[src/rtl/eeprom_stream_slave.sv]
module eeprom_stream_slave #(
  parameter int BYTES = 512,
  localparam int AW = $clog2(BYTES)
) (
  input  logic          clk,
  input  logic          rst_n,
  input  logic          start,
  input  logic          scl_in,
  output logic          notify,
  output logic          sda_oe,
  output logic [AW-1:0] rd_addr,
  input  logic [7:0]    rd_data,
  output logic          busy,
  output logic          done
);

  localparam int HDR_EDGES = 37;
  localparam logic [5:0] ACK_A = 6'd8;
  localparam logic [5:0] ACK_B = 6'd17;
  localparam logic [5:0] ACK_C = 6'd26;
  localparam logic [5:0] ACK_D = 6'(HDR_EDGES - 1);
  localparam logic [AW-1:0] LAST = AW'(BYTES - 1);

  typedef enum logic [1:0] {ST_IDLE, ST_HDR, ST_DATA} state_t;

  state_t      state;
  logic [2:0]  scl_q;
  logic [5:0]  hcnt;
  logic [3:0]  bcnt;
  logic [7:0]  cur_byte;
  logic [1:0]  fetch;
  logic        scl_fall;
  logic        hdr_ack;

  assign scl_fall = scl_q[2] & ~scl_q[1];
  assign hdr_ack  = (hcnt == ACK_A) || (hcnt == ACK_B) || (hcnt == ACK_C) || (hcnt == ACK_D);
  assign busy     = (state != ST_IDLE);

  always_ff @(posedge clk or negedge rst_n) begin
    if (!rst_n) scl_q <= 3'b111;
    else        scl_q <= {scl_q[1:0], scl_in};
  end

  always_ff @(posedge clk or negedge rst_n) begin
    if (!rst_n) begin
      cur_byte <= '0;
      fetch    <= '0;
    end else begin
      fetch <= {fetch[0], 1'b0};
      if (fetch[1]) cur_byte <= rd_data;
      if (state == ST_IDLE && start) fetch[0] <= 1'b1;
      if (state == ST_DATA && scl_fall && bcnt == 4'd8 && rd_addr != LAST) fetch[0] <= 1'b1;
    end
  end

  always_ff @(posedge clk or negedge rst_n) begin
    if (!rst_n) begin
      state   <= ST_IDLE;
      notify  <= 1'b0;
      sda_oe  <= 1'b0;
      rd_addr <= '0;
      hcnt    <= '0;
      bcnt    <= '0;
      done    <= 1'b0;
    end else begin
      done <= 1'b0;
      case (state)
        ST_IDLE: begin
          sda_oe <= 1'b0;
          if (start) begin
            notify  <= ~notify;
            state   <= ST_HDR;
            hcnt    <= '0;
            bcnt    <= '0;
            rd_addr <= '0;
          end
        end
        ST_HDR: if (scl_fall) begin
          sda_oe <= hdr_ack;
          hcnt   <= hcnt + 6'd1;
          if (hcnt == ACK_D) state <= ST_DATA;
        end
        ST_DATA: if (scl_fall) begin
          if (bcnt != 4'd8) begin
            sda_oe <= ~cur_byte[3'd7 - bcnt[2:0]];
            bcnt   <= bcnt + 4'd1;
          end else begin
            sda_oe <= 1'b0;
            bcnt   <= '0;
            if (rd_addr == LAST) begin
              rd_addr <= '0;
              state   <= ST_IDLE;
              done    <= 1'b1;
            end else begin
              rd_addr <= rd_addr + 1'b1;
            end
          end
        end
        default: state <= ST_IDLE;
      endcase
    end
  end

  assert_notify_toggle_R1: assert property (@(posedge clk) disable iff (!rst_n)
    (start && !busy) |=> (notify != $past(notify)) && busy);

  assert_sda_only_after_fall_R3: assert property (@(posedge clk) disable iff (!rst_n)
    !scl_fall |=> $stable(sda_oe));

  assert_idle_released_R7: assert property (@(posedge clk) disable iff (!rst_n)
    !busy |-> !sda_oe);

  assert_done_ends_burst_R7: assert property (@(posedge clk) disable iff (!rst_n)
    done |-> !busy && rd_addr == '0 && $past(busy));

  assert_busy_start_ignored_R8: assert property (@(posedge clk) disable iff (!rst_n)
    (start && busy) |=> $stable(notify));

  assert_addr_step_R6: assert property (@(posedge clk) disable iff (!rst_n)
    (busy && !$stable(rd_addr)) |-> (rd_addr == $past(rd_addr) + 1'b1) || done);

endmodule

[config.mk]
export PLATFORM = sky130hd
export DESIGN_NAME = eeprom_stream_slave
export DESIGN_NICKNAME = d
export VERILOG_FILES = /design/src/rtl/eeprom_stream_slave.sv
export SDC_FILE = /design/constraint.sdc
export NUM_CORES = 1
export LEC_CHECK = 0
export ABC_CLOCK_PERIOD_IN_PS = 2350
export BUFFER_PORTS_ARGS = -buffer_cell sky130_fd_sc_hd__buf_2
export CORE_UTILIZATION = 47
export CTS_CLUSTER_DIAMETER = 50
export DETAILED_ROUTE_END_ITERATION = 10
export PLACE_DENSITY = 0.69
export SLEW_MARGIN = 0
export SYNTH_ARGS = -nofsm -noshare
export SYNTH_HDL_FRONTEND = slang
export SYNTH_SLANG_ARGS = --single-unit
[constraint.sdc]
create_clock -name clk -period 2.35 [get_ports clk]
set_input_delay 0 -clock clk [delete_from_list [all_inputs] [get_ports clk]]
set_output_delay 0 -clock clk [all_outputs]
set_load 0.005 [all_outputs]
==> summary.md, run 1 <==
| Metric | Value |
|---|---|
| Root buf cell | clkbuf_8 |
| Area grow syn2layout | 22.2% |
| Total grt overflow | 0 |
| Synthesized Nets | 210 |
| Sequential share of the synthesized area | 0.459 |
| Final-report hold violation count | 0 |
| Initial antenna violation count | 0 |
| Crit path launch type | flip-flop |
| Clock share of power | 0.259 |
| Global-route wire length before repair | 7330 µm |
| Post-DP HPWL | 2960 µm |
| Die Footprint | 4580 µm² |
| Die Span Y | 67.7 µm |
| Share of layout cells above drive strength 1 | 0.295 |
| Post-Layout Cell Count | 274 |
| Clk slew on worst S/H paths | 0.08 ns |
| Placed cell areas | 2220 µm² |
| Post-synth top cells | 34 x dfrtp_1, 14 x ha_1, 12 x nand2_1 |
| Crit-path leading delay family | simple AND/OR/NAND/NOR gates |
| CTS tree | built |
| 1st-pass router iterations | 4 |
| Avg WL per Cell | 15.7 µm |
| Worst slew pin tran | 0.825 ns |
| Flop pwr share | 0.370 |
| Dominant synthesized flop cell | dfrtp_1 |
| Crit path largest cell delay | 0.45 ns |
| I/O pin cnt | 25 |
| CP max FO | 9 |
| Initial DRC count | 54 |
| Unrepaired setup endpoints after global routing | false |
| HP Class | primary input to flip-flop |
| Design Area, Final | 2480 µm² |
| Ys async rst share | 1.00 |
| Die Wd | 67.7 µm |
| Synth top area cells | dfrtp_1 42%, ha_1 8.6%, mux2_2 4.4% |
| H-tree levels | 2 |
| Fin. max-slew vios | 0 |
| RD Place Congestion | 0.823 |
| Synth top area share | 0.420 |
| Std cell rows | 23 |
| Reported max-cap violation count | 0 |
| Port Buf Inserts | 24 |
| Clock Skew | 0.00604 ns |
| Residual DRC | 0 |
| Nets | 249 |
| Final min period | 2.20 ns |
| NetSw | 0.896 mW |
| Cell variety after synth | 43 |
| Max-Slew Margin vs Limit | 0.450 |
| Fmax | 454 MHz |
| DP Cell Count | 256 |
| Worst path cell trace | ha_4, and3_1, nand3_1, nor2_1, ha_1, nand2b_1, buf_6, o2111ai_1, mux2_1 |
| Final period utilization | 0.938 |
| Total power | 2.56 mW |
| Synth area leader | dfrtp_1 |
| CP arrival | 2.37 ns |
| Setup TNS | 0 ns |
| Largest net degree at the start of global routing | 38 |
| Crit. End Element | flip-flop |
| Gate power share | 0.371 |
| Clock Latency Late Sink | 0.29 ns |
| Starting density of the core | 0.499 |
| Syn_area_per_cell | 11.0 µm² |
| Peak supply drop | 0.617 mV |
| Post-CTS setup buffer count | 0 |
| Lkg Pwr | 1.12 nW |
| Core area | 4060 µm² |
| Post-synth EDFFs | 0 |
| Final setup vio count | 0 |
| Switching Fraction | 0.349 |
| Post-Syn Area | 2030 µm² |
| Via count | 1530 |
| Fill cell count | 332 |
| P_int | 1.67 mW |
| Pwr dens | 1040 nW/µm² |
| Clk buf depth | 2 |
| Vias in the first global route | 1575 |
| Mapped Cells | 184 |
| Synth warn | 0 |
| Buffers & Inverters on Critical Path | 1 |
| Vias per cell | 5.58 |
| Tot GR Track Use | 0.221 |
| Antenna cells | 0 |
| Final wirelength | 4310 µm |
| Worst Setup Path Type | flip-flop to flip-flop |
| Antenna-violating nets left | 0 |
| CP max-delay cell | dfrtp_2 |
| CTS Buf Count | 5 |
| Required time of the worst setup path | 2.52 ns |
| FF+latch count, synth | 37 |
| Sinks on the clock net | 37 |
| Run status | finished, final reports clean |
| Most frequent cell after synthesis | dfrtp_1 |
stage by stage:
step / hold WS [ns] / utilization / worst slack, ns
floorplan: -0.296 / - / 0.0335
global placement: 0.106 / 0.546 / 0.155
detailed placement: 0.109 / 0.546 / 0.0613
CTS: 0.0862 / 0.605 / 0.0401
global route: 0.104 / 0.610 / 0.0103
finish: 0.0923 / 0.610 / 0.146
sequential cells by signal (all words and copies together), names as in the netlist:
register,cells
done,1
fetch,2
scl_q,3
sda_oe,1
bcnt,4
hcnt,6
rd_addr,9
notify,1
cur_byte,8
state,2
power by group through the flow:
stage / registers (mW) / clock network, mW / logic [mW]
after floorplan: 0.908 / 0 / 0.697
after global placement: 0.935 / 0 / 0.864
after detailed placement: 0.951 / 0 / 0.915
after CTS: 0.940 / 0.680 / 0.939
after global routing: 0.977 / 0.703 / 1.07
final: 0.948 / 0.665 / 0.950
worst paths after layout:
check / startpoint / end / slack (ns) / cells past startpoint
max: rd_addr[1] / state[0] / 0.15 / 9
min reg2reg: fetch[0] / fetch[1] / 0.36 / 0
min in group asynchronous: rst_n / cur_byte[7] / 0.34 / 2
max reg2reg: rd_addr[1] / state[0] / 0.15 / 9
min: start / fetch[0] / 0.09 / 3
max in group asynchronous: rst_n / rd_addr[1] / 1.45 / 2
area by class of cell:
class / instances / area [µm²] / area share
tap: 50 / 62.6 / 0.0253
sequential: 37 / 931 / 0.376
clock inverter: 3 / 68.8 / 0.0278
inverter: 10 / 37.5 / 0.0152
timing repair buffer: 41 / 277 / 0.112
multi-input combinational: 128 / 1030 / 0.416
clock buffer: 5 / 68.8 / 0.0278
tightest hold or removal path, delay by kind of cell:
family / cells / cell delay [ns]
compound gates: 1 / 0.10
buf+inv: 1 / 0.12
simple gates: 1 / 0.12
layer usage:
layer	GRT usage	routed length, µm
met1	0.266	1900
met2	0.387	2240
met3	0.0405	123
met4	0.0798	50
met5	0	0
cell families (layout without fill, tap and decap cells):
group,count (synthesis),count (layout),share of synthesized area
buf+inv,19,59,0.0408
xor+xnor,5,5,0.0216
mux,15,15,0.0926
simple gates,50,50,0.132
compound gates,44,44,0.168
flops,37,37,0.459
fa+ha+maj,14,14,0.0865
placed cells by master (no fill, tap or decap), drive strengths merged, types with 2 or more instances in the layout:
cell type     n
nor2         11
dfstp         3
o21ai        10
clkbuf        5
a21oi         4
dfrtp        34
a2111oi       2
a21o          4
a31oi         2
o31ai        13
buf          31
bufinv        2
mux2i         3
nand3         9
nand2        12
and3          2
a211oi        2
inv          11
nand2b        4
xnor2         5
mux4          2
dlygate4sd3  10
mux2         10
nor3          3
ha           14
what timing repair did:
item                                    4_1_cts  5_1_grt
endpoints found under the setup margin        0        9
endpoints found under the hold margin        43        0
resized for setup                             0        5
hold buffers                                 10        0
Power figures use the tool's default switching activity.
==> inputs of run 2 (changes only) <==
--- a/config.mk
+++ b/config.mk
@@ -11,6 +11,7 @@
 export CTS_CLUSTER_DIAMETER = 50
 export DETAILED_ROUTE_END_ITERATION = 10
 export PLACE_DENSITY = 0.69
+export SETUP_SLACK_MARGIN = 0.3
 export SLEW_MARGIN = 0
 export SYNTH_ARGS = -nofsm -noshare
 export SYNTH_HDL_FRONTEND = slang
==> run 2 against run 1 <==
  * Clock skew fell by 0.0012 ns
  * Global-route usage fell by 1.5 points
  * Sequential power barely moved
  * Register-to-register slack improved by 0.12 ns
  * Largest power group unchanged
  * Highest routed layer unchanged
==> summary.md, run 2 (synthesis gave the netlist of run 1 again) <==
| Metric | Value |
|---|---|
| Final period utilization | 0.885 (was 0.938) |
| Root buf cell | clkbuf_8 (unchanged) |
| Initial DRC count | 70 (was 54) |
| Run status | finished, final reports clean (unchanged) |
| Post-DP HPWL | 2760 µm (was 2960 µm) |
| Post-place setup slack | 0.190 ns (was 0.0613 ns) |
| Starting density of the core | 0.499 (unchanged) |
| CP max FO | 7 (was 9) |
| Final min period | 2.08 ns (was 2.20 ns) |
| Gate power share | 0.447 (was 0.371) |
| Worst Slack Setup Final | 0.270 ns (was 0.146 ns) |
| Initial antenna violation count | 0 (unchanged) |
| Core area | 4060 µm² (unchanged) |
| Total grt overflow | 0 (unchanged) |
| I/O pin cnt | 25 (unchanged) |
| R2R Setup Slk | 0.27 ns (was 0.15 ns) |
| Largest net degree at the start of global routing | 38 (unchanged) |
| Commonest cells after routing, fill and taps aside | 33 x dfrtp_1, 24 x buf_2, 13 x buf_4 (was 33 x dfrtp_1, 24 x buf_2, 13 x ha_1) |
| Required time of the worst setup path | 2.54 ns (was 2.52 ns) |
| Peak supply drop | 0.530 mV (was 0.617 mV) |
| HP Class | primary input to flip-flop (unchanged) |
| Flop pwr share | 0.380 (was 0.370) |
| Antenna cells | 0 (unchanged) |
| Max reg flops | 9 (unchanged) |
| Reported max-cap violation count | 0 (unchanged) |
| Fin. max-slew vios | 0 (unchanged) |
| Fmax | 481 MHz (was 454 MHz) |
| CP max-delay cell | or3_4 (was dfrtp_2) |
| Fill cell count | 315 (was 332) |
| CTS Buf Count | 5 (unchanged) |
| Most flop-heavy register | rd_addr (unchanged) |
| RD Place Congestion | 0.826 (was 0.823) |
| Crit-path leading delay family | simple AND/OR/NAND/NOR gates (unchanged) |
| Final wirelength | 4420 µm (was 4310 µm) |
| CP arrival | 2.27 ns (was 2.37 ns) |
| Unrepaired setup endpoints after global routing | true (was false) |
| Final-report hold violation count | 0 (unchanged) |
| Clk buf depth | 2 (unchanged) |
| Clock share of power | 0.173 (was 0.259) |
| 1st-pass router iterations | 4 (unchanged) |
| Vias per cell | 5.66 (was 5.58) |
| Setup TNS | 0 ns (unchanged) |
| Share of layout cells above drive strength 1 | 0.372 (was 0.295) |
| Std cell rows | 23 (unchanged) |
| Global-route wire length before repair | 6800 µm (was 7330 µm) |
| NetSw | 0.949 mW (was 0.896 mW) |
| Crit. End Element | flip-flop (unchanged) |
| Pwr dens | 959 nW/µm² (was 1040 nW/µm²) |
| Max-Slew Margin vs Limit | 0.467 (was 0.450) |
| Clock Latency Late Sink | 0.29 ns (about the same) |
| P_int | 1.54 mW (was 1.67 mW) |
| Worst path cell trace | ha_4, and3_4, nand3_4, nor2_2, ha_2, nand2b_4, or3_4, o31ai_4 (was ha_4, and3_1, nand3_1, nor2_1, ha_1, nand2b_1, buf_6, o2111ai_1, mux2_1) |
| Die Wd | 67.7 µm (unchanged) |
| Die Span Y | 67.7 µm (unchanged) |
| Area grow syn2layout | 28.3% (was 22.2%) |
| Worst Setup Path Type | flip-flop to flip-flop (unchanged) |
| DP Cell Count | 252 (was 256) |
| Final setup vio count | 0 (unchanged) |
| Residual DRC | 0 (unchanged) |
| Clk slew on worst S/H paths | 0.07 ns (was 0.08 ns) |
| H-tree levels | 2 (unchanged) |
| Via count | 1591 (was 1530) |
| Switching Fraction | 0.381 (was 0.349) |
| Avg WL per Cell | 15.7 µm (about the same) |
| Antenna-violating nets left | 0 (unchanged) |
| Crit path largest cell delay | 0.49 ns (was 0.45 ns) |
| Die Footprint | 4580 µm² (unchanged) |
| Vias in the first global route | 1494 (was 1575) |
| Sinks on the clock net | 37 (unchanged) |
| Largest regs | rd_addr x9, cur_byte x8, hcnt x6 (unchanged) |
| Commonest non-fill, non-tap cell in the layout | dfrtp_1 (unchanged) |
| Nets | 256 (was 249) |
| Worst slew pin tran | 0.799 ns (was 0.825 ns) |
| CTS tree | built (unchanged) |
| Clock Skew | 0.00488 ns (was 0.00604 ns) |
| Tot GR Track Use | 0.205 (was 0.221) |
| Crit path launch type | flip-flop (unchanged) |
| Port Buf Inserts | 24 (unchanged) |
| Lkg Pwr | 1.14 nW (was 1.12 nW) |
| Post-Layout Cell Count | 281 (was 274) |
| Buffers & Inverters on Critical Path | 0 (was 1) |
run 2: area by class of cell:
class | count | area (µm²) | share of cell area
Sequential cell | 37 | 931 | 0.358
Inverter | 10 | 37.5 | 0.0144
Timing Repair Buffer | 48 | 329 | 0.127
Tap cell | 50 | 62.6 | 0.0241
Multi-Input combinational cell | 128 | 1160 | 0.445
Clock inverter | 2 | 10.0 | 0.00385
Clock buffer | 6 | 72.6 | 0.0279
run 2: power groups by stage:
| stage | registers, mW | clock network, mW | logic, mW |
|---|---|---|---|
| finish | 0.948 | 0.430 | 1.11 |
| global route | 0.971 | 0.467 | 1.23 |
| CTS | 0.944 | 0.442 | 0.938 |
| detailed placement | 0.965 | 0 | 0.886 |
| global placement | 0.939 | 0 | 0.846 |
| floorplan | 0.908 | 0 | 0.725 |
run 2: what timing repair did:
| action | in CTS | in global routing |
|---|---|---|
| hold endpoints to repair | 43 | 0 |
| gates resized for setup | 1 | 22 |
| hold buffers | 10 | 0 |
| endpoints found under the setup margin | 9 | 7 |
| setup buffers | 2 | 9 |
| pin swaps | 0 | 4 |
run 2: through the flow:
stage	total power, mW	instance area [µm²]	util	hold WS, ns
2_1_floorplan	1.63	2060	-	-0.296
4_1_cts	2.32	2410	0.594	0.102
3_5_place_dp	1.85	2210	0.544	0.110
6_report	2.49	2600	0.640	0.109
5_1_grt	2.67	2600	0.640	0.131
3_3_place_gp	1.79	2210	0.544	0.106
run 2: tightest hold or removal path: cells and delay by family:
| family | cells | cell delay, ns |
|---|---|---|
| AND/OR/NAND/NOR | 1 | 0.15 |
| buffers and inverters | 1 | 0.12 |
| XOR/XNOR | 1 | 0.08 |
run 2: final timing paths:
check / startpoint / to / cells past startpoint
hold / removal: start / notify / 3
min in group asynchronous: rst_n / rd_addr[5] / 2
max in group asynchronous: rst_n / rd_addr[3] / 2
hold reg to reg: fetch[0] / fetch[1] / 0
setup / recovery: rd_addr[0] / rd_addr[3] / 8
setup reg to reg: rd_addr[0] / rd_addr[3] / 8
run 2: metal layers:
layer | vias to the layer above | track usage | wire length (µm)
met1 | 794 | 0.238 | 1900
met3 | 7 | 0.0524 | 163
met2 | 36 | 0.356 | 2300
li1 | 754 | - | -
met4 | 0 | 0.0824 | 57
met5 | - | 0 | 0
